File: config.mk
export PLATFORM = sky130hd
export DESIGN_NAME = chk_node_unit
export DESIGN_NICKNAME = d
export VERILOG_FILES = /design/src/rtl/cnu_pkg.sv /design/src/rtl/cnu_sign_unit.sv /design/src/rtl/cnu_mag_sum.sv /design/src/rtl/cnu_mag_lut.sv /design/src/rtl/chk_node_unit.sv
export SDC_FILE = /design/constraint.sdc
export NUM_CORES = 1
export LEC_CHECK = 0
export ABC_AREA = 1
export BUFFER_PORTS_ARGS = -buffer_cell sky130_fd_sc_hd__buf_2
export CAP_MARGIN = 20
export CORE_MARGIN = 5
export CORE_UTILIZATION = 52
export CTS_CLUSTER_DIAMETER = 40
export DETAILED_ROUTE_END_ITERATION = 10
export PLACE_DENSITY = 0.77
export SETUP_SLACK_MARGIN = 0.5
export SLEW_MARGIN = 20
export SYNTH_ARGS = -nofsm -noshare
export SYNTH_HDL_FRONTEND = slang
export SYNTH_HIERARCHICAL = 1
export SYNTH_SLANG_ARGS = --single-unit
File: constraint.sdc
create_clock -name clk -period 3.5 [get_ports clk]
set_clock_uncertainty 0.1 [all_clocks]
set_input_delay 0.35 -clock clk [delete_from_list [all_inputs] [get_ports clk]]
set_output_delay 0.35 -clock clk [all_outputs]
set_load 0.05 [all_outputs]
File: src/rtl/cnu_pkg.sv
package cnu_pkg;
  // lane geometry shared by the check node unit
  localparam int CNU_EDGES = 6;
  localparam int CNU_MAG_W = 4;

  // value transported for a zero extrinsic sum (largest magnitude)
  function automatic logic [CNU_MAG_W-1:0] cnu_mag_max();
    return {CNU_MAG_W{1'b1}};
  endfunction
endpackage

File: src/rtl/cnu_sign_unit.sv
module cnu_sign_unit #(
  parameter int N = 6
) (
  input  logic [N-1:0] sgn,
  input  logic [N-1:0] hd,
  output logic [N-1:0] ext_sgn,
  output logic         parity
);
  logic all_sgn;

  assign all_sgn = ^sgn;
  assign parity  = ^hd;

  // removing an edge's own sign from the full product is one more XOR
  for (genvar i = 0; i < N; i++) begin : g_ext
    assign ext_sgn[i] = all_sgn ^ sgn[i];
  end
endmodule

File: src/rtl/cnu_mag_sum.sv
module cnu_mag_sum #(
  parameter int N     = 6,
  parameter int MAG_W = 4,
  parameter int SUM_W = MAG_W + $clog2(N)
) (
  input  logic [N*MAG_W-1:0] mags,
  output logic [N*SUM_W-1:0] excl
);
  logic [SUM_W-1:0] total;

  always_comb begin
    total = '0;
    for (int i = 0; i < N; i++) begin
      total = total + {{(SUM_W-MAG_W){1'b0}}, mags[i*MAG_W +: MAG_W]};
    end
  end

  // one shared adder tree, then one subtractor per edge
  for (genvar i = 0; i < N; i++) begin : g_excl
    assign excl[i*SUM_W +: SUM_W] =
      total - {{(SUM_W-MAG_W){1'b0}}, mags[i*MAG_W +: MAG_W]};
  end
endmodule

File: src/rtl/cnu_mag_lut.sv
module cnu_mag_lut #(
  parameter int MAG_W = 4,
  parameter int SUM_W = 7,
  parameter int IDX_W = 3
) (
  input  logic [SUM_W-1:0] sum,
  output logic [MAG_W-1:0] mag
);
  import cnu_pkg::*;

  localparam int IDX_MAX = (1 << IDX_W) - 1;

  logic [IDX_W-1:0] idx;

  // every argument above the table range yields the same tail value
  always_comb begin
    if (sum > SUM_W'(IDX_MAX)) idx = IDX_W'(IDX_MAX);
    else                       idx = sum[IDX_W-1:0];
  end

  // entries: round(2*ln(coth(s/4))) with 0.5 per unit; s=0 is infinite
  always_comb begin
    case (idx)
      IDX_W'(0): mag = cnu_mag_max();
      IDX_W'(1): mag = MAG_W'(3);
      IDX_W'(2): mag = MAG_W'(2);
      IDX_W'(3): mag = MAG_W'(1);
      IDX_W'(4): mag = MAG_W'(1);
      default:   mag = '0;
    endcase
  end
endmodule

File: src/rtl/chk_node_unit.sv
module chk_node_unit #(
  parameter int N     = 6,
  parameter int MAG_W = 4,
  parameter int IDX_W = 3
) (
  input  logic                     clk,
  input  logic                     rst,
  input  logic [N*(MAG_W+2)-1:0]   chk_in,
  output logic [N*(MAG_W+1)-1:0]   chk_out,
  output logic                     chk_parity
);
  localparam int IN_W  = MAG_W + 2;
  localparam int OUT_W = MAG_W + 1;
  localparam int SUM_W = MAG_W + $clog2(N);

  // ---------------- unpack ----------------
  logic [N-1:0]       in_hd;
  logic [N-1:0]       in_sgn;
  logic [N*MAG_W-1:0] in_mag;

  for (genvar i = 0; i < N; i++) begin : g_unpack
    assign in_hd[i]                  = chk_in[i*IN_W + MAG_W + 1];
    assign in_sgn[i]                 = chk_in[i*IN_W + MAG_W];
    assign in_mag[i*MAG_W +: MAG_W]  = chk_in[i*IN_W +: MAG_W];
  end

  // ---------------- first half ----------------
  logic [N-1:0]       ext_sgn;
  logic               par_c;
  logic [N*SUM_W-1:0] excl_c;

  cnu_sign_unit #(.N(N)) sign_i (
    .sgn     (in_sgn),
    .hd      (in_hd),
    .ext_sgn (ext_sgn),
    .parity  (par_c)
  );

  cnu_mag_sum #(.N(N), .MAG_W(MAG_W), .SUM_W(SUM_W)) sum_i (
    .mags (in_mag),
    .excl (excl_c)
  );

  logic [N*SUM_W-1:0] s1_excl;
  logic [N-1:0]       s1_sgn;
  logic               s1_par;

  always_ff @(posedge clk) begin
    if (rst) begin
      s1_excl <= '0;
      s1_sgn  <= '0;
      s1_par  <= 1'b0;
    end else begin
      s1_excl <= excl_c;
      s1_sgn  <= ext_sgn;
      s1_par  <= par_c;
    end
  end

  // ---------------- second half ----------------
  logic [N*OUT_W-1:0] msg_c;

  for (genvar i = 0; i < N; i++) begin : g_lut
    logic [MAG_W-1:0] m;
    cnu_mag_lut #(.MAG_W(MAG_W), .SUM_W(SUM_W), .IDX_W(IDX_W)) lut_i (
      .sum (s1_excl[i*SUM_W +: SUM_W]),
      .mag (m)
    );
    assign msg_c[i*OUT_W +: OUT_W] = {s1_sgn[i], m};
  end

  always_ff @(posedge clk) begin
    if (rst) begin
      chk_out    <= '0;
      chk_parity <= 1'b0;
    end else begin
      chk_out    <= msg_c;
      chk_parity <= s1_par;
    end
  end

  // ---------------- checks ----------------
  logic [1:0] fill_q;
  always_ff @(posedge clk) begin
    if (rst)                fill_q <= '0;
    else if (fill_q != 2'd2) fill_q <= fill_q + 2'd1;
  end

  logic [N-1:0] out_sgn;
  for (genvar i = 0; i < N; i++) begin : g_osgn
    assign out_sgn[i] = chk_out[i*OUT_W + MAG_W];
  end

  AST_RESET_CLEARS: assert property (@(posedge clk)
    rst |=> (chk_out == '0) && !chk_parity);

  AST_PARITY_FOLLOWS: assert property (@(posedge clk) disable iff (rst)
    (fill_q == 2'd2) |-> (chk_parity == $past(^in_hd, 2)));

  AST_SIGN_PRODUCT: assert property (@(posedge clk) disable iff (rst)
    (fill_q == 2'd2) |-> ((^out_sgn) == $past(^in_sgn, 2)));

  for (genvar i = 0; i < N; i++) begin : g_ast
    AST_ZERO_SUM_MAX: assert property (@(posedge clk) disable iff (rst)
      (s1_excl[i*SUM_W +: SUM_W] == '0) |=>
        (chk_out[i*OUT_W +: MAG_W] == {MAG_W{1'b1}}));
    AST_TAIL_ZERO: assert property (@(posedge clk) disable iff (rst)
      (s1_excl[i*SUM_W +: SUM_W] >= SUM_W'(5)) |=>
        (chk_out[i*OUT_W +: MAG_W] == '0));
  end
endmodule

==> impl_metrics.json, run 1 <==
{
  "required_ns": 3.61,
  "yosys_warnings": 6,
  "drv_slew": 0,
  "final_nets": 842,
  "setup_violations": 17,
  "grt_antenna_before_repair": 0,
  "clock.fmax_mhz": 266.7,
  "violations": "setup timing",
  "yosys-top-cells-area": "dfxtp_1 (34%), inv_1 (13%), fa_1 (9.4%)",
  "viasPerCell": 4.651,
  "cts.hold.buffers_added": 0,
  "hp-class": "in -> reg",
  "gr-total-overflow": 0,
  "syn_area_per_cell_sq_um": 7.545,
  "critPathKind": "in -> reg",
  "fin_crit_sh_pct": 107.1,
  "finalWorstSetupSlack_ns": -0.2500,
  "cap_violations": 0,
  "fin_util_pct": 70.73,
  "synth_ff_type": "dfxtp_1",
  "clk_path_buf_depth": 2,
  "crit_arrival_ns": 3.86,
  "synth.most_common_cell": "inv_1",
  "synth_top_cell_area_share_pct": 34.12,
  "rows": 34,
  "synth_top_area_cell": "dfxtp_1",
  "ant_nets": 0,
  "cts.sinks": 80,
  "grt_start_max_net_pins": 59,
  "worst_slew_pin_slew_ns": 0.5530,
  "outcome": "finished with violations",
  "n_fill_cell": 650,
  "dr.pass1.iters": 5,
  "die_area_sq_um": 11030,
  "synth.distinct_cells": 24,
  "clkLatencyLatePin_ns": 0.35,
  "hold_slack_ns": 0.2628,
  "core-area_sq_um": 8763,
  "die_h_um": 105,
  "synth_seq_cells": 80,
  "async_reset_ff_share_pct": 0,
  "place.port_buffers": 68,
  "fin_area_sq_um": 6198,
  "synth_edf_count": 0,
  "fin_cells": 867,
  "cts_tree": "built",
  "grt_pass1_vias": 4033,
  "synth_nets": 710,
  "place_hpwl_mm": 7.290,
  "slew_headroom_pct": 63.13,
  "dr.first_iter.drc_count": 198,
  "routedWlPerCell_um": 12.22,
  "ctsHtreeMaxLevel": 3,
  "finalCriticalPeriod_ns": 3.750,
  "cts_made_buffers": 9,
  "vias": 4032,
  "dpl-instance-area_sq_um": 5529,
  "dp.cells": 837,
  "rsz0062_at_grt": "true",
  "routabilityCongestion": 0.8721,
  "cts-root-buf": "clkbuf_8",
  "crit_path_end_kind": "flop",
  "diodes": 0,
  "initial_utilization_pct": 53.56,
  "post-route-drc-count": 0,
  "cp_max_fo": 4,
  "path_clk_slew_ns": 0.08,
  "r2r_slack_ns": 2.50,
  "ys_seq_area_share_pct": 34.12,
  "synth_common_cells": "inv_1 (158), nor2_1 (111), nand2_1 (90)",
  "hold_violations": 0,
  "drive_above_1_share_pct": 31.75,
  "grt_pass1_wl_mm": 17.62,
  "syn_area_sq_um": 4693,
  "synthToLayoutAreaGrowth_pct": 32.07,
  "ios": 69,
  "crit_path_start_kind": "primary input",
  "synth_cells": 622,
  "die_w_um": 105,
  "routed_wl_mm": 10.60,
  "grt_use_total_pct": 19.12
}
[final timing paths]
path              cells after the start       start           to
setup / recovery                     19   chk_in[8]  s1_excl[13]
hold reg to reg                       2   s1_sgn[2]  chk_out[14]
setup reg to reg                      5  s1_excl[5]   chk_out[3]
hold / removal                        5   chk_in[4]    s1_sgn[0]
[sequential cells by signal, indices dropped and copies added, names as in the netlist]
register and cells:
chk_out 30, s1_excl 42, s1_sgn 6, chk_parity 1, s1_par 1
[stage by stage]
stage | TNS (ns) | worst slack, ns
after CTS | -1.051 | -0.1317
after global placement | -11.37 | -0.6015
after floorplan | -2.531 | -0.2806
final | -2.051 | -0.2500
after global routing | -3.499 | -0.3503
after detailed placement | -12.51 | -0.6897
[area by class of cell]
cell class / count / area (sq um) / area share, %
multi-input cells: 366 / 2615 / 42.19
flip-flops and latches: 80 / 1602 / 25.84
repair buffers: 138 / 998.5 / 16.11
inverters: 159 / 620.6 / 10.01
clock buffers: 10 / 137.6 / 2.220
well taps: 108 / 135.1 / 2.180
clock inverters: 6 / 90.09 / 1.453
[critical path: stages]
cell and delay, ns:
buf_8 0.07, inv_4 0.03, fa_1 0.56, inv_2 0.05, fa_1 0.55, fa_1 0.42, ha_2 0.21, fa_2 0.58
buf_4 0.13, buf_6 0.10, ha_4 0.20, a21oi_2 0.16, nand2_2 0.11, nor2_4 0.10, nand2_1 0.06, nand2_1 0.05
nand2_1 0.05, inv_1 0.05, nor2_1 0.03
[routing by layer]
| layer | routed length (um) | part of all wire (%) | GRT usage [%] | vias up |
|---|---|---|---|---|
| met3 | 576 | 5.4 | 4.131 | 34 |
| li1 | - | - | - | 2057 |
| met5 | 0 | 0 | 0 | - |
| met1 | 4262 | 40 | 22.65 | 1827 |
| met4 | 352 | 3.3 | 6.301 | 0 |
| met2 | 5406 | 51 | 34.17 | 114 |
[repair_timing]
action | 4_1_cts | 5_1_grt
pin swaps | 24 | 28
hold endpoints to repair | 0 | 0
buffers inserted | 8 | 6
gates resized for setup | 40 | 34
endpoints found under the setup margin | 30 | 32
[cell usage in the layout, fill, tap and decap left out, drive strengths merged]
cell and instances:
xor2 13, xnor2 12, clkinv 2, dfxtp 80, inv 159, nand3 43, fa 22, bufinv 2
buf 138, o21bai 1, nand2 97, ha 28, a21oi 20, clkbuf 10, nor2 129, clkinvlp 2
and2 1
[cell families after synthesis]
| group | share of synthesized area, % |
|---|---|
| buffers and inverters | 16.61 |
| adders and majority gates | 16.85 |
| DFF | 34.12 |
| AOI/OAI and AO/OA | 2.533 |
| xor gates and xnor gates | 4.825 |
| and+or+nand+nor | 25.06 |
Power of run 1 is not shown: default switching activity piles up to over one toggle a cycle in this logic, so the estimate is an artifact.
==> run 2: changes to the inputs <==
--- a/config.mk
+++ b/config.mk
@@ -12,6 +12,7 @@
 export CORE_UTILIZATION = 52
 export CTS_CLUSTER_DIAMETER = 40
 export DETAILED_ROUTE_END_ITERATION = 10
+export MAX_ROUTING_LAYER = met4
 export PLACE_DENSITY = 0.77
 export SETUP_SLACK_MARGIN = 0.5
 export SLEW_MARGIN = 20
==> impl_metrics.json, run 2 (same netlist as run 1, synthesis figures left out) <==
{
  "clkLatencyLatePin_ns": 0.34,
  "cts-root-buf": "clkbuf_8",
  "hp-class": "in -> reg",
  "path_clk_slew_ns": 0.08,
  "grt_pass1_vias": 4096,
  "place_hpwl_mm": 7.209,
  "worst_slew_pin_slew_ns": 0.5489,
  "final_nets": 840,
  "ctsHtreeMaxLevel": 3,
  "die_h_um": 105,
  "initial_utilization_pct": 53.56,
  "diodes": 0,
  "gr-total-overflow": 0,
  "fin_tns_setup_ns": -1.271,
  "crit_path_start_kind": "primary input",
  "clk_path_buf_depth": 2,
  "viasPerCell": 4.668,
  "largest_reg_flops": 42,
  "cap_violations": 0,
  "routabilityCongestion": 0.8872,
  "grt_pass1_wl_mm": 17.55,
  "fin_crit_sh_pct": 103.8,
  "hold_slack_ns": 0.2562,
  "reg_top3": "s1_excl (42), chk_out (30), s1_sgn (6)",
  "drv_slew": 0,
  "cts.hold.buffers_added": 0,
  "setup_violations": 17,
  "routed_wl_mm": 10.82,
  "slew_headroom_pct": 63.41,
  "grt_use_total_pct": 19.65,
  "dr.first_iter.drc_count": 130,
  "cts.sinks": 80,
  "die_area_sq_um": 11030,
  "ant_nets": 0,
  "pre_cts_ws_ns": -0.6906,
  "synthToLayoutAreaGrowth_pct": 31.32,
  "vias": 4038,
  "drive_above_1_share_pct": 31.31,
  "cts_tree": "built",
  "outcome": "finished with violations",
  "hold_violations": 0,
  "mostFrequentLayoutCell": "inv_1",
  "finalCriticalPeriod_ns": 3.634,
  "crit_arrival_ns": 3.74,
  "die_w_um": 105,
  "rows": 34,
  "grt_start_max_net_pins": 59,
  "cp_max_fo": 3,
  "final_cell_mix": "inv_1 (152), nor2_1 (108), dfxtp_1 (80), nand2_1 (72), buf_2 (65)",
  "required_ns": 3.61,
  "finalWorstSetupSlack_ns": -0.1345,
  "routedWlPerCell_um": 12.51,
  "grt_antenna_before_repair": 0,
  "dr.pass1.iters": 4,
  "fin_util_pct": 70.33,
  "core-area_sq_um": 8763,
  "place.port_buffers": 68,
  "n_fill_cell": 618,
  "post-route-drc-count": 0,
  "violations": "setup timing",
  "crit_path_end_kind": "flop",
  "ios": 69,
  "critPathKind": "in -> reg",
  "clock.fmax_mhz": 275.1,
  "rsz0062_at_grt": "true",
  "largest-register": "s1_excl",
  "cts_made_buffers": 9
}
==> run 2: cell count changes in the layout (fill, tap and decap cells not counted), moves of 2 or more <==
cell | previous run | this run
nand2_1 | 76 | 72
inv_1 | 149 | 152
nand2_4 | 4 | 7
inv_2 | 6 | 3
xnor2_2 | 5 | 3
xnor2_1 | 7 | 9
==> run 2: through the flow <==
stage / area, sq um / cells
final: 6163 / 865
after global routing: 6163 / 865
after CTS: 6012 / 860
after detailed placement: 5529 / 837
after global placement: 5529 / 837
after floorplan: 4798 / 622
==> run 2: worst max-delay path: stages <==
cell and delay (ns):
buf_6 0.08, inv_4 0.03, fa_1 0.55, inv_2 0.04, fa_1 0.52, fa_1 0.43
ha_2 0.21, fa_2 0.56, buf_6 0.14, ha_4 0.22, a21oi_4 0.14, nand2_2 0.10
nor2_4 0.13, nand2_1 0.07, nand2_1 0.06, nand2_1 0.05, inv_1 0.05, nor2_1 0.03
==> run 2: timing repair <==
item,in CTS,in global routing
setup endpoints to repair,30,30
cloned,0,0
setup buffers,7,5
gates resized for setup,48,27
pin swaps,25,16
==> run 2: metal layers <==
layer / track usage [%] / routed length, um / vias to the layer above / share of wire, %
met5: - / 0 / - / 0
met1: 21.43 / 4278 / 1840 / 40
li1: - / - / 2052 / -
met4: 8.493 / 297 / 0 / 2.7
met2: 34.08 / 5717 / 117 / 53
met3: 4.562 / 523 / 29 / 4.8
==> run 2: layout make-up <==
cell class / instances / area [sq um] / share of cell area [%]
sequential: 80 / 1602 / 25.98
inverter: 159 / 620.6 / 10.07
tap: 108 / 135.1 / 2.192
clock inverter: 6 / 90.09 / 1.462
clock buffer: 10 / 127.6 / 2.071
timing repair buffer: 136 / 960.9 / 15.59
multi-input combinational: 366 / 2628 / 42.63
==> run 2: final timing paths <==
kind                            startpoint          end  slack [ns]  depth (start not counted)
worst max-delay path             chk_in[8]  s1_excl[20]       -0.13                         18
worst min-delay path            chk_in[16]    s1_sgn[2]        0.26                          5
worst max register to register  s1_excl[5]   chk_out[2]        2.51                          5
worst min register to register      s1_par   chk_parity        0.30                          2
Power of run 2 is left out for the same reason.
